--- src/rtl/rtc32_pkg.sv ---
package rtc32_pkg;
    // Register groups selected by the two upper address bits.
    typedef enum logic [1:0] {
        GRP_CTL = 2'd0,
        GRP_CNT = 2'd1,
        GRP_PER = 2'd2,
        GRP_CMP = 2'd3
    } grp_e;

    // Offsets inside the control group.
    localparam int OFS_CTRL  = 0;
    localparam int OFS_SYNC  = 1;
    localparam int OFS_FLAGS = 2;

    // Bit positions.
    localparam int SYNC_RDREQ_BIT = 1;
    localparam int FLAG_OVF_BIT   = 0;
    localparam int FLAG_CMP_BIT   = 1;

    // Channel indices for the delayed-activation registers.
    localparam int CH_PER = 0;
    localparam int CH_CMP = 1;
    localparam int N_CH   = 2;
endpackage

--- src/rtl/rtc32_edge_sync.sv ---
// Oversamples the slow real-time clock on the peripheral clock.
// Produces a one-cycle tick per rising edge and a strobe per falling edge.
// Both are suppressed while dbg_halt is high.
// Assumes pclk is at least several times faster than rtc_clk (STAGES >= 2).
module rtc32_edge_sync #(
    parameter int STAGES = 2
) (
    input  logic pclk,
    input  logic rst_n,
    input  logic rtc_clk,
    input  logic dbg_halt,
    output logic tick,
    output logic fall
);
    logic [STAGES-1:0] sync_q;
    logic              last_q;

    // Shift the slow clock through the synchroniser and remember the last level.
    always_ff @(posedge pclk) begin
        if (!rst_n) begin
            sync_q <= '0;
            last_q <= 1'b0;
        end else begin
            sync_q <= {sync_q[STAGES-2:0], rtc_clk};
            last_q <= sync_q[STAGES-1];
        end
    end

    // Edge strobes, gated by the debug halt.
    always_comb begin
        tick = sync_q[STAGES-1] & ~last_q & ~dbg_halt;
        fall = ~sync_q[STAGES-1] & last_q & ~dbg_halt;
    end
endmodule

--- src/rtl/rtc32_stage.sv ---
// Byte-lane staging for one wide register.
// Lower lanes are stored. A write to the top lane raises commit and
// presents the full word (top byte taken straight from the bus).
module rtc32_stage #(
    parameter int               CNT_W   = 32,
    parameter logic [CNT_W-1:0] RST_VAL = '0,
    localparam int              NBYTES  = CNT_W / 8,
    localparam int              LANE_W  = $clog2(NBYTES)
) (
    input  logic              pclk,
    input  logic              rst_n,
    input  logic              wr_en,
    input  logic [LANE_W-1:0] lane,
    input  logic [7:0]        wdata,
    output logic [CNT_W-1:0]  stage_q,
    output logic              commit,
    output logic [CNT_W-1:0]  commit_val
);
    localparam logic [LANE_W-1:0] TOP_LANE = LANE_W'(NBYTES - 1);

    // Store the addressed byte lane.
    always_ff @(posedge pclk) begin
        if (!rst_n) begin
            stage_q <= RST_VAL;
        end else if (wr_en) begin
            for (int i = 0; i < NBYTES; i++) begin
                if (lane == LANE_W'(i)) stage_q[i*8 +: 8] <= wdata;
            end
        end
    end

    // Commit strobe and assembled word on a top-lane write.
    always_comb begin
        commit     = wr_en && (lane == TOP_LANE);
        commit_val = {wdata, stage_q[CNT_W-9:0]};
    end
endmodule

--- src/rtl/rtc32_sync_ctl.sv ---
// Transfer timing for count loads, count snapshots and the enable bit.
// Count load lands WR_LAT cycles after the commit edge; snapshot RD_LAT
// cycles after the request edge; enable applies on the next slow falling edge.
// busy covers these three transfers only.
module rtc32_sync_ctl #(
    parameter int CNT_W  = 32,
    parameter int WR_LAT = 12,
    parameter int RD_LAT = 8
) (
    input  logic             pclk,
    input  logic             rst_n,
    input  logic             cnt_commit,
    input  logic [CNT_W-1:0] cnt_commit_val,
    input  logic             rd_req,
    input  logic             ctrl_wr,
    input  logic             ctrl_wbit,
    input  logic             rtc_fall,
    input  logic [CNT_W-1:0] cnt_now,
    output logic             cnt_load,
    output logic [CNT_W-1:0] cnt_load_val,
    output logic [CNT_W-1:0] snap_q,
    output logic             ctrl_stage_q,
    output logic             en_q,
    output logic             busy
);
    localparam int MAX_LAT = (WR_LAT > RD_LAT) ? WR_LAT : RD_LAT;
    localparam int TMR_W   = $clog2(MAX_LAT + 1);

    logic             wr_act_q, rd_act_q, ctrl_pend_q;
    logic [TMR_W-1:0] wr_tmr_q, rd_tmr_q;
    logic             rd_done;

    // Count-write countdown and hold of the committed word.
    always_ff @(posedge pclk) begin
        if (!rst_n) begin
            wr_act_q     <= 1'b0;
            wr_tmr_q     <= '0;
            cnt_load_val <= '0;
        end else if (cnt_commit) begin
            wr_act_q     <= 1'b1;
            wr_tmr_q     <= TMR_W'(WR_LAT - 1);
            cnt_load_val <= cnt_commit_val;
        end else if (wr_act_q) begin
            if (wr_tmr_q == '0) wr_act_q <= 1'b0;
            else                wr_tmr_q <= wr_tmr_q - 1'b1;
        end
    end

    // Snapshot countdown and capture.
    always_ff @(posedge pclk) begin
        if (!rst_n) begin
            rd_act_q <= 1'b0;
            rd_tmr_q <= '0;
            snap_q   <= '0;
        end else if (rd_req) begin
            rd_act_q <= 1'b1;
            rd_tmr_q <= TMR_W'(RD_LAT - 1);
        end else if (rd_act_q) begin
            if (rd_done) begin
                rd_act_q <= 1'b0;
                snap_q   <= cnt_now;
            end else begin
                rd_tmr_q <= rd_tmr_q - 1'b1;
            end
        end
    end

    // Enable bit staging, applied on a slow falling edge.
    always_ff @(posedge pclk) begin
        if (!rst_n) begin
            ctrl_stage_q <= 1'b0;
            ctrl_pend_q  <= 1'b0;
            en_q         <= 1'b0;
        end else if (ctrl_wr) begin
            ctrl_stage_q <= ctrl_wbit;
            ctrl_pend_q  <= 1'b1;
        end else if (ctrl_pend_q && rtc_fall) begin
            en_q        <= ctrl_stage_q;
            ctrl_pend_q <= 1'b0;
        end
    end

    // Completion strobes and the combined busy flag.
    always_comb begin
        cnt_load = wr_act_q && (wr_tmr_q == '0);
        rd_done  = rd_tmr_q == '0;
        busy     = wr_act_q | rd_act_q | ctrl_pend_q;
    end
endmodule

--- src/rtl/rtc32_counter.sv ---
// The counter with its period wrap and compare alarm.
// Period and compare words are held after commit and become active on the
// APPLY_TICKS-th following tick. Events are registered one-cycle pulses.
module rtc32_counter
    import rtc32_pkg::*;
#(
    parameter int CNT_W       = 32,
    parameter int APPLY_TICKS = 2
) (
    input  logic                       pclk,
    input  logic                       rst_n,
    input  logic                       tick,
    input  logic                       en,
    input  logic                       load,
    input  logic [CNT_W-1:0]           load_val,
    input  logic [N_CH-1:0]            ch_commit,
    input  logic [N_CH-1:0][CNT_W-1:0] ch_val,
    output logic [CNT_W-1:0]           cnt_q,
    output logic                       ovf_evt_q,
    output logic                       cmp_evt_q
);
    localparam int PEND_W = $clog2(APPLY_TICKS + 1);

    logic [N_CH-1:0][CNT_W-1:0]  hold_q;
    logic [N_CH-1:0][CNT_W-1:0]  act_q;
    logic [N_CH-1:0][PEND_W-1:0] pend_q;
    logic                        step, hit_per, hit_cmp;

    // Delayed activation of period and compare words.
    always_ff @(posedge pclk) begin
        if (!rst_n) begin
            hold_q <= '1;
            act_q  <= '1;
            pend_q <= '0;
        end else begin
            for (int c = 0; c < N_CH; c++) begin
                if (ch_commit[c]) begin
                    hold_q[c] <= ch_val[c];
                    pend_q[c] <= PEND_W'(APPLY_TICKS);
                end else if (tick && pend_q[c] != '0) begin
                    pend_q[c] <= pend_q[c] - 1'b1;
                    if (pend_q[c] == PEND_W'(1)) act_q[c] <= hold_q[c];
                end
            end
        end
    end

    // Match detection against the active values.
    always_comb begin
        step    = tick && en && !load;
        hit_per = cnt_q == act_q[CH_PER];
        hit_cmp = cnt_q == act_q[CH_CMP];
    end

    // Counter update and event pulses.
    always_ff @(posedge pclk) begin
        if (!rst_n) begin
            cnt_q     <= '0;
            ovf_evt_q <= 1'b0;
            cmp_evt_q <= 1'b0;
        end else begin
            ovf_evt_q <= step && hit_per;
            cmp_evt_q <= step && hit_cmp;
            if (load)      cnt_q <= load_val;
            else if (step) cnt_q <= hit_per ? '0 : cnt_q + 1'b1;
        end
    end
endmodule

--- src/rtl/rtc32_core.sv ---
// Top of the real-time counter: bus decode, staging, transfer timing,
// counter and sticky interrupt flags. All logic runs on pclk; rtc_clk is
// oversampled. Assumes pclk is at least 12 times the rtc_clk rate.
module rtc32_core
    import rtc32_pkg::*;
#(
    parameter int CNT_W       = 32,
    parameter int SYNC_STAGES = 2,
    parameter int CNT_WR_LAT  = 12,
    parameter int CNT_RD_LAT  = 8,
    parameter int APPLY_TICKS = 2
) (
    input  logic                           pclk,
    input  logic                           rst_n,
    input  logic                           rtc_clk,
    input  logic                           dbg_halt,
    input  logic                           bus_wr,
    input  logic [$clog2(CNT_W/8)+1:0]     bus_addr,
    input  logic [7:0]                     bus_wdata,
    output logic [7:0]                     bus_rdata,
    output logic                           irq_ovf,
    output logic                           irq_cmp,
    output logic                           evt_ovf,
    output logic                           evt_cmp
);
    localparam int NBYTES = CNT_W / 8;
    localparam int LANE_W = $clog2(NBYTES);
    localparam int ADDR_W = LANE_W + 2;
    localparam int N_WIDE = 3;

    grp_e                             grp;
    logic [LANE_W-1:0]                lane;
    logic [N_WIDE-1:0]                wide_wr;
    logic [N_WIDE-1:0][CNT_W-1:0]     stg_q;
    logic [N_WIDE-1:0]                stg_commit;
    logic [N_WIDE-1:0][CNT_W-1:0]     stg_val;
    logic                             ctrl_wr, rd_req;
    logic [1:0]                       flag_clr, flags_q;
    logic                             tick, rtc_fall;
    logic                             cnt_load, en_q, ctrl_stage_q, sync_busy;
    logic [CNT_W-1:0]                 cnt_load_val, snap_q, cnt_q;
    logic [N_CH-1:0]                  ch_commit;
    logic [N_CH-1:0][CNT_W-1:0]       ch_val;
    logic [LANE_W+2:0]                byte_idx;

    // Address decode into group, lane and write strobes.
    always_comb begin
        grp      = grp_e'(bus_addr[ADDR_W-1:LANE_W]);
        lane     = bus_addr[LANE_W-1:0];
        wide_wr  = '0;
        if (bus_wr && grp != GRP_CTL) wide_wr[grp - 2'd1] = 1'b1;
        ctrl_wr  = bus_wr && grp == GRP_CTL && lane == LANE_W'(OFS_CTRL);
        rd_req   = bus_wr && grp == GRP_CTL && lane == LANE_W'(OFS_SYNC)
                   && bus_wdata[SYNC_RDREQ_BIT];
        flag_clr = (bus_wr && grp == GRP_CTL && lane == LANE_W'(OFS_FLAGS))
                   ? bus_wdata[1:0] : 2'b00;
        byte_idx = {lane, 3'b000};
    end

    // Staging for count (0), period (1) and compare (2).
    for (genvar g = 0; g < N_WIDE; g++) begin : g_stage
        rtc32_stage #(
            .CNT_W  (CNT_W),
            .RST_VAL((g == 0) ? {CNT_W{1'b0}} : {CNT_W{1'b1}})
        ) u_stage (
            .pclk      (pclk),
            .rst_n     (rst_n),
            .wr_en     (wide_wr[g]),
            .lane      (lane),
            .wdata     (bus_wdata),
            .stage_q   (stg_q[g]),
            .commit    (stg_commit[g]),
            .commit_val(stg_val[g])
        );
    end

    rtc32_edge_sync #(.STAGES(SYNC_STAGES)) u_edge (
        .pclk    (pclk),
        .rst_n   (rst_n),
        .rtc_clk (rtc_clk),
        .dbg_halt(dbg_halt),
        .tick    (tick),
        .fall    (rtc_fall)
    );

    rtc32_sync_ctl #(
        .CNT_W (CNT_W),
        .WR_LAT(CNT_WR_LAT),
        .RD_LAT(CNT_RD_LAT)
    ) u_sync (
        .pclk          (pclk),
        .rst_n         (rst_n),
        .cnt_commit    (stg_commit[0]),
        .cnt_commit_val(stg_val[0]),
        .rd_req        (rd_req),
        .ctrl_wr       (ctrl_wr),
        .ctrl_wbit     (bus_wdata[0]),
        .rtc_fall      (rtc_fall),
        .cnt_now       (cnt_q),
        .cnt_load      (cnt_load),
        .cnt_load_val  (cnt_load_val),
        .snap_q        (snap_q),
        .ctrl_stage_q  (ctrl_stage_q),
        .en_q          (en_q),
        .busy          (sync_busy)
    );

    // Route period and compare commits to the counter channels.
    always_comb begin
        ch_commit[CH_PER] = stg_commit[1];
        ch_commit[CH_CMP] = stg_commit[2];
        ch_val[CH_PER]    = stg_val[1];
        ch_val[CH_CMP]    = stg_val[2];
    end

    rtc32_counter #(
        .CNT_W      (CNT_W),
        .APPLY_TICKS(APPLY_TICKS)
    ) u_cnt (
        .pclk     (pclk),
        .rst_n    (rst_n),
        .tick     (tick),
        .en       (en_q),
        .load     (cnt_load),
        .load_val (cnt_load_val),
        .ch_commit(ch_commit),
        .ch_val   (ch_val),
        .cnt_q    (cnt_q),
        .ovf_evt_q(evt_ovf),
        .cmp_evt_q(evt_cmp)
    );

    // Sticky flags: events set, write-one clears, set wins.
    always_ff @(posedge pclk) begin
        if (!rst_n) flags_q <= 2'b00;
        else        flags_q <= (flags_q & ~flag_clr) | {evt_cmp, evt_ovf};
    end

    // Interrupt outputs follow the flags.
    always_comb begin
        irq_ovf = flags_q[FLAG_OVF_BIT];
        irq_cmp = flags_q[FLAG_CMP_BIT];
    end

    // Read-data multiplexer.
    always_comb begin
        bus_rdata = 8'h00;
        unique case (grp)
            GRP_CTL: begin
                if (lane == LANE_W'(OFS_CTRL))       bus_rdata = {7'd0, ctrl_stage_q};
                else if (lane == LANE_W'(OFS_SYNC))  bus_rdata = {7'd0, sync_busy};
                else if (lane == LANE_W'(OFS_FLAGS)) bus_rdata = {6'd0, flags_q};
                else                                 bus_rdata = 8'h00;
            end
            GRP_CNT: bus_rdata = snap_q[byte_idx +: 8];
            GRP_PER: bus_rdata = stg_q[1][byte_idx +: 8];
            GRP_CMP: bus_rdata = stg_q[2][byte_idx +: 8];
            default: bus_rdata = 8'h00;
        endcase
    end
endmodule

--- config.mk ---
export PLATFORM = sky130hd
export DESIGN_NAME = rtc32_core
export DESIGN_NICKNAME = d
export VERILOG_FILES = /design/src/rtl/rtc32_pkg.sv /design/src/rtl/rtc32_edge_sync.sv /design/src/rtl/rtc32_stage.sv /design/src/rtl/rtc32_sync_ctl.sv /design/src/rtl/rtc32_counter.sv /design/src/rtl/rtc32_core.sv
export SDC_FILE = /design/constraint.sdc
export NUM_CORES = 1
export LEC_CHECK = 0
export BUFFER_PORTS_ARGS = -buffer_cell sky130_fd_sc_hd__buf_2
export CAP_MARGIN = 10
export CORE_MARGIN = 10
export CORE_UTILIZATION = 55
export CTS_CLUSTER_DIAMETER = 40
export DETAILED_ROUTE_END_ITERATION = 10
export GPL_ROUTABILITY_DRIVEN = 1
export PLACE_DENSITY = 0.78
export SKIP_CTS_REPAIR_TIMING = 1
export SLEW_MARGIN = 20
export SYNTH_ARGS = -nofsm -noshare
export SYNTH_HDL_FRONTEND = slang
export SYNTH_SLANG_ARGS = --single-unit
--- constraint.sdc ---
create_clock -name pclk -period 1.71 [get_ports pclk]
set_input_delay 0.171 -clock pclk [delete_from_list [all_inputs] [get_ports pclk]]
set_output_delay 0.171 -clock pclk [all_outputs]
set_load 0.01 [all_outputs]
==> flow_summary.json <==
{
  "outcome": "complete, but fails checks",
  "violations": "setup timing",
  "syn_area_um2": 14200,
  "fin_crit_sh_pct": 118,
  "syn_area_per_cell_um2": 8.01,
  "path_cells": "buf_4 -> xnor2_2 -> nand4_1 -> nor4_4 -> nand2_4 -> buf_6 -> nor3b_1 -> o21a_1",
  "dp_hpwl_um": 31900,
  "final_core_util_pct": 71.3,
  "viasPerCell": 6.12,
  "powerDensity_nw_per_um2": 948,
  "switchingPower_w": 0.00406,
  "clkPwrFrac_pct": 50.5,
  "track_usage_pct": 27.2,
  "ys_warn_count": 0,
  "synth_common_cells": "516 x nand2_1, 320 x dfxtp_1, 210 x nand3_1, 103 x clkbuf_1, 89 x a21boi_0",
  "p_seq_share_pct": 44.2,
  "synth_top_area_share_pct": 45.0,
  "cts.path.max_buffers": 3,
  "dr.pass1.iters": 6,
  "yosysSeqAreaShare_pct": 45.0,
  "slew_headroom_pct": 51.7,
  "crit_slowest_cell": "dfxtp_1",
  "final_antenna_net_count": 0,
  "synthArstFlopShare_pct": 0,
  "swShare_pct": 23.7,
  "cts_buffers": 41,
  "arrival_ns": 2.44,
  "final_hold_viol_count": 0,
  "ys_types": 51,
  "maxCapViolations": 0,
  "start_kind": "flip-flop",
  "syn-num-nets": 1801,
  "post-place-ws_ns": -0.114,
  "rsz0062_at_grt": "yes",
  "io_buffers": 28,
  "hp-class": "input port to flip-flop",
  "end_kind": "flip-flop",
  "die_h_um": 181,
  "route.detailed.drc": 0,
  "diodes": 0,
  "crit_required_ns": 2.14,
  "core_um2": 25300,
  "clock-root-buffer": "clkbuf_16",
  "cellLeakagePower_nw": 7.54,
  "ys_ff_latch": 320,
  "fin_cells": 2254,
  "boundaryPins": 29,
  "synth_area_leaders": "dfxtp_1 45%, nand2_1 14%, nand3_1 7.4%, a21boi_0 4.7%, mux2i_1 3.7%",
  "nets": 1919,
  "path_delay_family": "simple AND/OR/NAND/NOR gates",
  "clock.fmax_mhz": 498,
  "clk_latency_ns": 0.54,
  "layout_setup_ws_ns": -0.300,
  "synth_edf_count": 0,
  "place_inst": 2152,
  "antenna_found_initial": 0,
  "cts.sinks": 320,
  "drt-initial-drc-count": 1875,
  "syn_to_final_growth_pct": 26.9,
  "ir_drop_mv": 0.913,
  "post-synth-top-count-cell": "nand2_1",
  "cts.clk_slew.worst_paths_ns": 0.06,
  "routedWlPerCell_um": 22.4,
  "syn-instance-count": 1776,
  "finalPower_w": 0.0171,
  "intPower_w": 0.0131,
  "cp_max_fo": 6,
  "grt_pass1_vias": 12400,
  "cpPeakStageDelay_ns": 0.40,
  "routed_wl_um": 50600,
  "period_minus_slack_ns": 2.01,
  "fin_hold_ws_ns": 0.128,
  "finClkSkew_ns": 0.0231,
  "drive_gt1_share_pct": 24.2,
  "overflow": 0,
  "rows": 58,
  "grt_max_degree": 99,
  "crit_type": "flip-flop to flip-flop",
  "pwr-share-comb_pct": 5.2,
  "setup_viol": 41,
  "drv_slew": 0,
  "gp_congestion": 0.955,
  "die_x_um": 181,
  "worst_pin_slew_ns": 0.722,
  "cts.htree.levels": 2,
  "start_util_pct": 56.2,
  "dieArea_um2": 32700,
  "crit_buf_inv": 2,
  "synth_ff_type": "dfxtp_1",
  "grt_pass1_wl_um": 71300,
  "vias": 13800,
  "yosys.area.top_type": "dfxtp_1",
  "cts_tree": "done"
}
[final timing paths]
| check | startpoint | end | slack, ns | cells past startpoint |
|---|---|---|---|---|
| min reg2reg | u_edge.sync_q[0] | u_edge.sync_q[1] | 0.43 | 1 |
| max reg2reg | u_cnt.cnt_q[21] | u_cnt.cnt_q[8] | -0.30 | 8 |
| max | u_cnt.cnt_q[21] | u_cnt.cnt_q[8] | -0.30 | 8 |
| min | dbg_halt | u_sync.en_q | 0.13 | 5 |
[registers in the layout, indices dropped and copies added, names as in the netlist]
register and count:
flags_q 2, g_stage.u_stage.stage_q 72, u_cnt.act_q 64, u_cnt.cmp_evt_q 1, u_cnt.cnt_q 32, u_cnt.hold_q 64
u_cnt.ovf_evt_q 1, u_cnt.pend_q 4, u_edge.last_q 1, u_edge.sync_q 2, u_sync.cnt_load_val 32, u_sync.ctrl_pend_q 1
u_sync.ctrl_stage_q 1, u_sync.en_q 1, u_sync.rd_act_q 1, u_sync.rd_tmr_q 4, u_sync.snap_q 32, u_sync.wr_act_q 1
u_sync.wr_tmr_q 4
[metal layers]
layer	vias up	wire length [um]	global-route usage, %	share of wire (%)
met1	6508	19000	34.8	38
met3	207	5630	5.79	11
met5	-	0	0	0
li1	6222	-	-	-
met2	857	23000	43.0	46
met4	0	2900	12.7	5.7
[power by group through the flow]
stage	clock network (W)	registers, W	logic (W)
2_1_floorplan	0	0.00773	0.000482
3_3_place_gp	0	0.00776	0.000817
3_5_place_dp	0	0.00776	0.000825
4_1_cts	0.00867	0.00760	0.000831
5_1_grt	0.00899	0.00758	0.000943
6_report	0.00865	0.00758	0.000895
[area by class of cell]
| type | instances | area [um2] |
|---|---|---|
| flip-flops and latches | 320 | 6520 |
| multi-input cells | 1292 | 7660 |
| repair buffers | 227 | 2060 |
| fillers | 1806 | 7260 |
| clock buffers | 53 | 1130 |
| well taps | 330 | 413 |
| inverters | 12 | 45.0 |
| clock inverters | 20 | 240 |
[layout by cell type (no fill, tap or decap), types with 6 or more instances in the layout]
| cell type | instances |
|---|---|
| inv_6 | 8 |
| a211oi_1 | 10 |
| a21boi_1 | 38 |
| xnor2_1 | 35 |
| xor2_1 | 34 |
| o21ai_2 | 13 |
| dfxtp_1 | 258 |
| o21ai_0 | 13 |
| o21a_1 | 9 |
| dfxtp_2 | 46 |
| buf_6 | 12 |
| nor2_2 | 7 |
| clkbuf_16 | 46 |
| mux2i_1 | 50 |
| buf_2 | 26 |
| a21boi_0 | 63 |
| nand3_1 | 196 |
| a21oi_2 | 7 |
| nor3_1 | 12 |
| nand4_1 | 22 |
| nor2_1 | 33 |
| inv_1 | 11 |
| clkbuf_1 | 7 |
| buf_12 | 22 |
| and3_1 | 22 |
| a22oi_1 | 28 |
| nor2b_1 | 30 |
| buf_4 | 158 |
| nand2_1 | 513 |
| ha_1 | 6 |
| xnor2_2 | 14 |
| dfxtp_4 | 16 |
| a21oi_1 | 19 |
| nor4_1 | 6 |
| nand3_2 | 12 |
[through the flow]
stage               TNS [ns]  area, um2
detailed placement     -7.65      15700
global placement       -4.52      15700
finish                 -7.18      18100
global route           -9.47      18100
CTS                    -8.80      17100
floorplan            -0.0694      14400
[logic make-up (layout without fill, tap and decap cells)]
| kind of cell | Yosys count | in the layout | share of synthesized area, % |
|---|---|---|---|
| AND/OR/NAND/NOR | 911 | 912 | 28.9 |
| XOR/XNOR | 83 | 83 | 5.11 |
| AO/OA/AOI/OAI | 236 | 236 | 11.6 |
| buffers and inverters | 165 | 312 | 4.95 |
| adder cells (fa/ha/maj) | 8 | 8 | 0.703 |
| flip-flops | 320 | 320 | 45.0 |
| multiplexers | 53 | 53 | 3.73 |
[worst min-delay path, stage by stage]
cell	delay, ns
buf_2	0.12
nor2_1	0.06
nand4_1	0.10
mux2i_1	0.08
nor2b_1	0.10
Power figures use the tool's default switching activity.
